**src/rtl/crc_pkg.sv**
```systemverilog
package crc_pkg;
  localparam int unsigned OFS_CTRL  = 0;
  localparam int unsigned OFS_STAT  = 1;
  localparam int unsigned OFS_DIS   = 2;
  localparam int unsigned OFS_DRAIN = 3;
  localparam int unsigned OFS_LOCK  = 4;
  localparam int unsigned OFS_ERR   = 5;
  localparam int unsigned ERR_WR    = 0;
  localparam int unsigned ERR_ADR   = 1;
endpackage

```
**src/rtl/crc_core_slice.sv**
```systemverilog
module crc_core_slice (
  input  logic clk,
  input  logic rst_n,
  input  logic req,
  input  logic dis,
  input  logic busy,
  input  logic stat_clr,
  output logic rst_o,
  output logic stat_o,
  output logic drain_o
);
  logic rst_q, prev_q, stat_q, drain_q;
  logic stat_d, drain_d, changed;

  always_comb begin
    changed = rst_q ^ prev_q;
    if (changed)       stat_d = rst_q;
    else if (stat_clr) stat_d = 1'b0;
    else               stat_d = stat_q;
    drain_d = dis & ~busy;
  end

  always_ff @(posedge clk or negedge rst_n) begin
    if (!rst_n) begin
      rst_q   <= 1'b0;
      prev_q  <= 1'b0;
      stat_q  <= 1'b0;
      drain_q <= 1'b0;
    end else begin
      rst_q   <= req;
      prev_q  <= rst_q;
      stat_q  <= stat_d;
      drain_q <= drain_d;
    end
  end

  assign rst_o   = rst_q;
  assign stat_o  = stat_q;
  assign drain_o = drain_q;
endmodule

```
**src/rtl/crc_regs.sv**
```systemverilog
module crc_regs
  import crc_pkg::*;
#(
  parameter int NCORE = 4,
  parameter int AW    = 4,
  parameter int DW    = 32
) (
  input  logic             clk,
  input  logic             rst_n,
  input  logic             sel,
  input  logic             wr,
  input  logic [AW-1:0]    addr,
  input  logic [DW-1:0]    wdata,
  input  logic [NCORE-1:0] stat_in,
  input  logic [NCORE-1:0] drain_in,
  output logic [NCORE-1:0] ctrl_q,
  output logic [NCORE-1:0] dis_q,
  output logic [NCORE-1:0] stat_clr,
  output logic             lock_q,
  output logic [1:0]       err_q,
  output logic [DW-1:0]    rdata
);
  logic is_ctrl, is_stat, is_dis, is_drain, is_lock, is_err, is_rsvd;
  logic wr_go, rd_go, guarded, wr_err, adr_err;
  logic [NCORE-1:0] ctrl_d, dis_d;
  logic             lock_d;
  logic [1:0]       err_d, err_w1c;
  logic [DW-1:0]    rdata_d;
  logic             unused_wbits;

  assign unused_wbits = ^wdata;

  always_comb begin
    is_ctrl  = (addr == AW'(OFS_CTRL));
    is_stat  = (addr == AW'(OFS_STAT));
    is_dis   = (addr == AW'(OFS_DIS));
    is_drain = (addr == AW'(OFS_DRAIN));
    is_lock  = (addr == AW'(OFS_LOCK));
    is_err   = (addr == AW'(OFS_ERR));
    is_rsvd  = (addr > AW'(OFS_ERR));
    wr_go    = sel & wr;
    rd_go    = sel & ~wr;
    guarded  = is_ctrl | is_dis | is_lock;
    wr_err   = wr_go & lock_q & guarded;
    adr_err  = sel & (is_rsvd | (wr & is_drain));

    ctrl_d = (wr_go & is_ctrl & ~lock_q) ? wdata[NCORE-1:0] : ctrl_q;
    dis_d  = (wr_go & is_dis  & ~lock_q) ? wdata[NCORE-1:0] : dis_q;
    lock_d = lock_q | (wr_go & is_lock & wdata[0]);

    err_w1c = (wr_go & is_err) ? wdata[1:0] : 2'b00;
    err_d   = err_q & ~err_w1c;
    err_d[ERR_WR]  = err_d[ERR_WR]  | wr_err;
    err_d[ERR_ADR] = err_d[ERR_ADR] | adr_err;

    stat_clr = (wr_go & is_stat) ? wdata[NCORE-1:0] : '0;

    rdata_d = rdata;
    if (rd_go) begin
      rdata_d = '0;
      if (is_ctrl)  rdata_d = DW'(ctrl_q);
      if (is_stat)  rdata_d = DW'(stat_in);
      if (is_dis)   rdata_d = DW'(dis_q);
      if (is_drain) rdata_d = DW'(drain_in);
      if (is_lock)  rdata_d = DW'(lock_q);
      if (is_err)   rdata_d = DW'(err_q);
    end
  end

  always_ff @(posedge clk or negedge rst_n) begin
    if (!rst_n) begin
      ctrl_q <= '0;
      dis_q  <= '0;
      lock_q <= 1'b0;
      err_q  <= '0;
      rdata  <= '0;
    end else begin
      ctrl_q <= ctrl_d;
      dis_q  <= dis_d;
      lock_q <= lock_d;
      err_q  <= err_d;
      rdata  <= rdata_d;
    end
  end
endmodule

```
**src/rtl/core_rst_ctl.sv**
```systemverilog
module core_rst_ctl #(
  parameter int NCORE = 4,
  parameter int AW    = 4,
  parameter int DW    = 32
) (
  input  logic             clk,
  input  logic             rst_n,
  input  logic             bus_sel,
  input  logic             bus_wr,
  input  logic [AW-1:0]    bus_addr,
  input  logic [DW-1:0]    bus_wdata,
  output logic [DW-1:0]    bus_rdata,
  input  logic [NCORE-1:0] core_busy,
  output logic [NCORE-1:0] core_rst,
  output logic [NCORE-1:0] core_if_off,
  output logic             err_irq
);
  logic [1:0]       sync_q;
  logic             rst_sync_n;
  logic [NCORE-1:0] ctrl_q, dis_q, stat_clr, stat_q, drain_q;
  logic             lock_q;
  logic [1:0]       err_q;

  always_ff @(posedge clk or negedge rst_n) begin
    if (!rst_n) sync_q <= 2'b00;
    else        sync_q <= {sync_q[0], 1'b1};
  end
  assign rst_sync_n = sync_q[1];

  crc_regs #(.NCORE(NCORE), .AW(AW), .DW(DW)) u_regs (
    .clk(clk), .rst_n(rst_sync_n), .sel(bus_sel), .wr(bus_wr),
    .addr(bus_addr), .wdata(bus_wdata), .stat_in(stat_q), .drain_in(drain_q),
    .ctrl_q(ctrl_q), .dis_q(dis_q), .stat_clr(stat_clr), .lock_q(lock_q),
    .err_q(err_q), .rdata(bus_rdata)
  );

  for (genvar n = 0; n < NCORE; n++) begin : g_core
    crc_core_slice u_slice (
      .clk(clk), .rst_n(rst_sync_n), .req(ctrl_q[n]), .dis(dis_q[n]),
      .busy(core_busy[n]), .stat_clr(stat_clr[n]), .rst_o(core_rst[n]),
      .stat_o(stat_q[n]), .drain_o(drain_q[n])
    );
  end

  assign core_if_off = dis_q;
  assign err_irq     = |err_q;
endmodule

```
**config.mk**
```make
export PLATFORM = sky130hd
export DESIGN_NAME = core_rst_ctl
export DESIGN_NICKNAME = d
export VERILOG_FILES = /design/src/rtl/crc_pkg.sv /design/src/rtl/crc_core_slice.sv /design/src/rtl/crc_regs.sv /design/src/rtl/core_rst_ctl.sv
export SDC_FILE = /design/constraint.sdc
export NUM_CORES = 1
export LEC_CHECK = 0
export BUFFER_PORTS_ARGS = -buffer_cell sky130_fd_sc_hd__buf_2
export CELL_PAD_IN_SITES_DETAIL_PLACEMENT = 1
export CELL_PAD_IN_SITES_GLOBAL_PLACEMENT = 2
export CORE_MARGIN = 4
export CORE_UTILIZATION = 29
export CTS_BUF_LIST = sky130_fd_sc_hd__clkbuf_16
export CTS_CLUSTER_SIZE = 20
export DETAILED_ROUTE_END_ITERATION = 8
export PLACE_DENSITY_LB_ADDON = 0.1
export SLEW_MARGIN = 10
export SYNTH_ARGS = -nofsm -noshare
export SYNTH_HDL_FRONTEND = slang
export SYNTH_SLANG_ARGS = --single-unit
export TNS_END_PERCENT = 5
```
**constraint.sdc**
```tcl
create_clock -name clk -period 1.6 [get_ports clk]
set_input_delay 0.08 -clock clk [delete_from_list [all_inputs] [get_ports clk]]
set_output_delay 0.08 -clock clk [all_outputs]
set_load 0.03 [all_outputs]
```
## Word-level counts from Yosys, hierarchy flattened

Cells that the tools add are included.

| storage, ports and cells | value |
|---|---|
| output and inout bits | 41 |
| flip-flop bits (word level) | 61 |

| operators by class | value |
|---|---|
| multiplexer cells | 16 |
| bitwise logic cells | 36 |
| reduce and logical (&&, ||, !) cells | 6 |
| equality and inequality tests | 5 |
| order comparisons | 1 |

Operator list:

| operator | count |
|---|---|
| 4-bit two-way mux | 7 |
| 1-bit AND | 18 |
| 4-bit by 2-bit equality test with 1-bit output, second input constant | 2 |
| 4-bit by 3-bit equality test with 1-bit output, second input constant | 2 |
| 1-bit two-way mux | 8 |
| 2-bit nonzero test | 4 |
| 1-bit NOT | 6 |
| 1-bit OR | 6 |
| 4-bit by 1-bit equality test with 1-bit output, second input constant | 1 |
| 4-bit by 3-bit greater-than comparator with 1-bit output, second input constant | 1 |
| 4-bit zero test | 1 |
| 1-bit XOR | 4 |
| 2-bit AND | 1 |
| 2-bit two-way mux | 1 |
| 2-bit NOT | 1 |
| 2-bit OR reduction | 1 |

## Logic depth before layout (Yosys ltp)

| logic depth | value |
|---|---|
| depth in word-level cells | 7 |
| gate-level depth with buffers | 5 |

## Modules after synthesis

From an unflattened synthesis, not the netlist that was laid out.

| unflattened totals | value |
|---|---|
| cell total of the unflattened synthesis | 138 |
| area total of the unflattened synthesis | 1697.9 µm² |

By module, submodules not included:

| module | area an instance (µm²) | cells an instance | times used | sequential area each (µm²) |
|---|---|---|---|---|
| crc_regs | 1062.3 | 98 | 1 | 375.4 |
| crc_core_slice | 143.9 | 9 | 4 | 100.1 |
| core_rst_ctl | 60.1 | 4 | 1 | 50.0 |

## Least setup slack after synthesis

No wires, ideal clock.

| timing path | value |
|---|---|
| path type | reg-to-reg |
| from | reg u_regs.dis_q[0] |
| to | reg u_regs.rdata[0] |
| cell stages (with the launch flop) | 4 |
| setup time | 0.127 ns |
| clock period less this slack | 1.263 ns |
| path slack | 0.337 ns |
| arrival time | 1.136 ns |
| required time | 1.473 ns |
| cells stage by stage | dfrtp_1 mux4_2 a221oi_1 nor2_1 |

| on the way | value |
|---|---|
| cells in the longest elaborated chain, start to end | 4 |

Ends and longest elaborated chain:

| element | line | source |
|---|---|---|
| start: declaration | crc_regs.sv:17 | `output logic [NCORE-1:0] dis_q,` |
| start signal: assignment | crc_regs.sv:79 | `dis_q <= dis_d;` |
| 4-bit two-way mux | crc_regs.sv:63 | `if (is_dis) rdata_d = DW'(dis_q);` |
| 4-bit two-way mux | crc_regs.sv:64 | `if (is_drain) rdata_d = DW'(drain_in);` |
| 4-bit two-way mux | crc_regs.sv:65 | `if (is_lock) rdata_d = DW'(lock_q);` |
| 4-bit two-way mux | crc_regs.sv:66 | `if (is_err) rdata_d = DW'(err_q);` |
| end signal: assignment | crc_regs.sv:82 | `rdata <= rdata_d;` |
| end: declaration | crc_regs.sv:21 | `output logic [DW-1:0] rdata` |

Every way passes these cells.
A chain may end at the register's enable or synchronous reset.

## Final worst setup path

| timing path | value |
|---|---|
| from | reg u_regs.ctrl_q[0] |
| to | reg u_regs.rdata[0] |

| on the way | value |
|---|---|
| cells in the longest elaborated chain, start to end | 6 |

Ends and longest elaborated chain:

| element | line | source |
|---|---|---|
| start: declaration | crc_regs.sv:16 | `output logic [NCORE-1:0] ctrl_q,` |
| start signal: assignment | crc_regs.sv:78 | `ctrl_q <= ctrl_d;` |
| 4-bit two-way mux | crc_regs.sv:61 | `if (is_ctrl) rdata_d = DW'(ctrl_q);` |
| 4-bit two-way mux | crc_regs.sv:62 | `if (is_stat) rdata_d = DW'(stat_in);` |
| 4-bit two-way mux | crc_regs.sv:63 |  |
| 4-bit two-way mux | crc_regs.sv:64 |  |
| 4-bit two-way mux | crc_regs.sv:65 |  |
| 4-bit two-way mux | crc_regs.sv:66 |  |

Every way passes these cells.

==> reports/summary.txt <==
outcome - complete, no violations
hold path endpoint - u_regs.dis_q[2]
syn avg cell area - 12.1 um^2
Crit-path slowest cell - mux4_2
Critical Path Start Type - flip-flop
DRC Markers - 0
first-pass GRT wire length - 6330 um
final hold vios - 0
Final nets - 223
CTS root buffer - clkbuf_16
post-CTS resize count - 0
Starting DRT DRC Count - 35
Seq/Total Area, Yosys - 48.3%
hold_sp - bus_wdata[2]
# rows - 27
gr ovfl total - 0
unrepaired setup endpoints after global routing - false
Post-Syn Area - 1710 um^2
pwr/cell area - 1380 nW/um^2
Hold Path Class - in2reg
P_sw - 0.000807 W
nature of the critical path endpoint - flip-flop
fin. max-slew vios - 0
Cells on Worst Hold Path - 2
DR vias - 1,055
Post-synth EDFFs - 0
Yosys reg bits - 33
crit-path max cell delay - 0.49 ns
FMAX - 0.729 GHz
fraction of layout cells with a size suffix above 1 - 33.0%
dpl cells - 235
antenna cell count - 0
Max-Cap Viols - 0
reg-to-reg slack, setup - 0.23 ns
Final Skew - 0.00486 ns
asr flop ratio synth - 100%
Setup TNS Final - 0 ns
First-pass DRT Iterations - 2
P_int - 0.00195 W
CTS Buf Count - 5
fin crit share - 85.8%
Initial Util - 30.5%
initial antenna violation count - 0
VDD IR max - 0.522 mV
biggest area consumer among synthesized cells - dfrtp_1
Die Span Y - 84.8 um
vias in the first global route - 1,215
cts hold-fix bufs - 5
CP required - 1.76 ns
All-Layer GR Usage - 11.6%
Post-CTS Setup Bufs - 0
Seq pwr share - 39.5%
Max FO, Critical Path - 3
critical path class - reg2reg
H-tree depth - 2
clock-pin slew on the worst setup and hold paths - 0.06 ns
CP arrival - 1.53 ns
leakage power - 1.00 nW
IO Count - 85
CTS tree - built
Die W - 84.8 um
wire per inst - 15.1 um
worst skew pair latency - 0.28 ns
synth warn - 0
Synth area leaders - dfrtp_1, buf_4, mux2_2
Setup violations, final - 0
Detail Route Antenna Nets - 0
largest net degree at the start of global routing - 17
Comb pwr share - 21.3%
Hold Slack - 0.0646 ns
switching part of the total - 29.2%
Setup WS pre-CTS - 0.196 ns
Non-Filler Instances - 248
Total Routed Length - 3750 um
most frequent cells in the layout - dfrtp_1, conb_1, buf_2
placer congestion estimate - 0.741
Mapped Cells - 141
Worst R2R End - u_regs.rdata[0]
die area - 7190 um^2
Tmin final - 1.37 ns
clk buf depth - 2
power share of the clock group - 39.1%
Area Overhead vs Synth - 17.1%
Setup WS post-layout - 0.228 ns
Yosys cell types - 32
worst-path cell chain - mux4_2 > a221oi_1 > nor2_1
Placeable Area - 5610 um^2
most common cell after layout, fill and taps aside - dfrtp_1
DR vias/cell - 4.25
r2r startpoint - u_regs.ctrl_q[0]
# port buffers - 28
Reg2Reg Depth - 3
HPWL Detailed - 2840 um
area share of the leading cell type in the synthesized netlist - 48.3%
Synth Flop Type - dfrtp_1
CTS Sinks - 33
[power by group through the flow]
stage / logic, W / registers, W / clock network (W)
after floorplan: 0.000522 / 0.00110 / 0
after global routing: 0.000650 / 0.00112 / 0.00116
after global placement: 0.000577 / 0.00110 / 0
after detailed placement: 0.000588 / 0.00111 / 0
after CTS: 0.000599 / 0.00110 / 0.00112
final: 0.000589 / 0.00109 / 0.00108
[registers in the layout (all words and copies together), names as in the netlist]
register and count:
sync_q 2, u_regs.dis_q 4, u_regs.ctrl_q 4, u_regs.lock_q 1, g_core.u_slice.prev_q 4, u_regs.err_q 2, g_core.u_slice.stat_o 4, g_core.u_slice.rst_o 4
u_regs.rdata 4, g_core.u_slice.drain_o 4
[critical path, delay by kind of cell (launching register included)]
kind	cells	cell delay, ns
AO/OA/AOI/OAI	1	0.29
flip-flops	1	0.40
multiplexers	1	0.49
AND/OR/NAND/NOR	1	0.08
[kinds of logic (layout without fill, tap and decap cells)]
logic type	after synthesis	count (layout)	synth area share, %
simple gates	24	24	9.22
mux	17	17	13.8
buf+inv	46	54	18.9
flops	33	33	48.3
other cells	2	29	0.439
fa+ha+maj	4	4	2.93
compound gates	15	15	6.44
[stage by stage]
stage / utilization, % / power, W / area (um^2)
6_report: 35.7 / 0.00276 / 2000
2_1_floorplan: - / 0.00163 / 1810
5_1_grt: 35.7 / 0.00292 / 2000
3_5_place_dp: 31.9 / 0.00169 / 1790
4_1_cts: 35.7 / 0.00281 / 2000
3_3_place_gp: 31.9 / 0.00168 / 1790
[cell usage after synthesis, types with 2 or more instances]
master    n
dfrtp_1  33
a31oi_1   6
ha_1      4
buf_4    36
nor2b_1   5
conb_1    2
mux2_1    4
nor2_1    4
nand2_1   2
buf_6     2
mux4_2    4
a22o_1    3
inv_1     8
mux2_2    9
nor3_1    2
[cell type report]
cell class / instances / area, um^2
multi-input combinational: 89 / 663
tap: 72 / 90.1
inverter: 8 / 30.0
clock inverter: 3 / 41.3
sequential: 33 / 826
timing repair buffer: 38 / 228
clock buffer: 5 / 125
fill: 647 / 3600
[layer usage]
| metal | global-route usage (%) | share of wire [%] | up-vias |
|---|---|---|---|
| met5 | 0 | 0 | - |
| met4 | 5.61 | 2.1 | 0 |
| met3 | 3.63 | 5.7 | 8 |
| met2 | 19.1 | 50 | 33 |
| met1 | 13.7 | 42 | 525 |
| li1 | - | - | 489 |
[worst max-delay path by stage]
stage                       endpoint  slack, ns             start
global route         u_regs.rdata[0]       0.15  u_regs.ctrl_q[0]
finish               u_regs.rdata[0]       0.23  u_regs.ctrl_q[0]
floorplan            u_regs.rdata[0]       0.34   u_regs.dis_q[0]
CTS                 u_regs.ctrl_q[0]       0.21     u_regs.lock_q
detailed placement   u_regs.rdata[0]       0.20       bus_addr[0]
global placement     u_regs.rdata[0]       0.18       bus_addr[0]
Power figures use the tool's default switching activity.
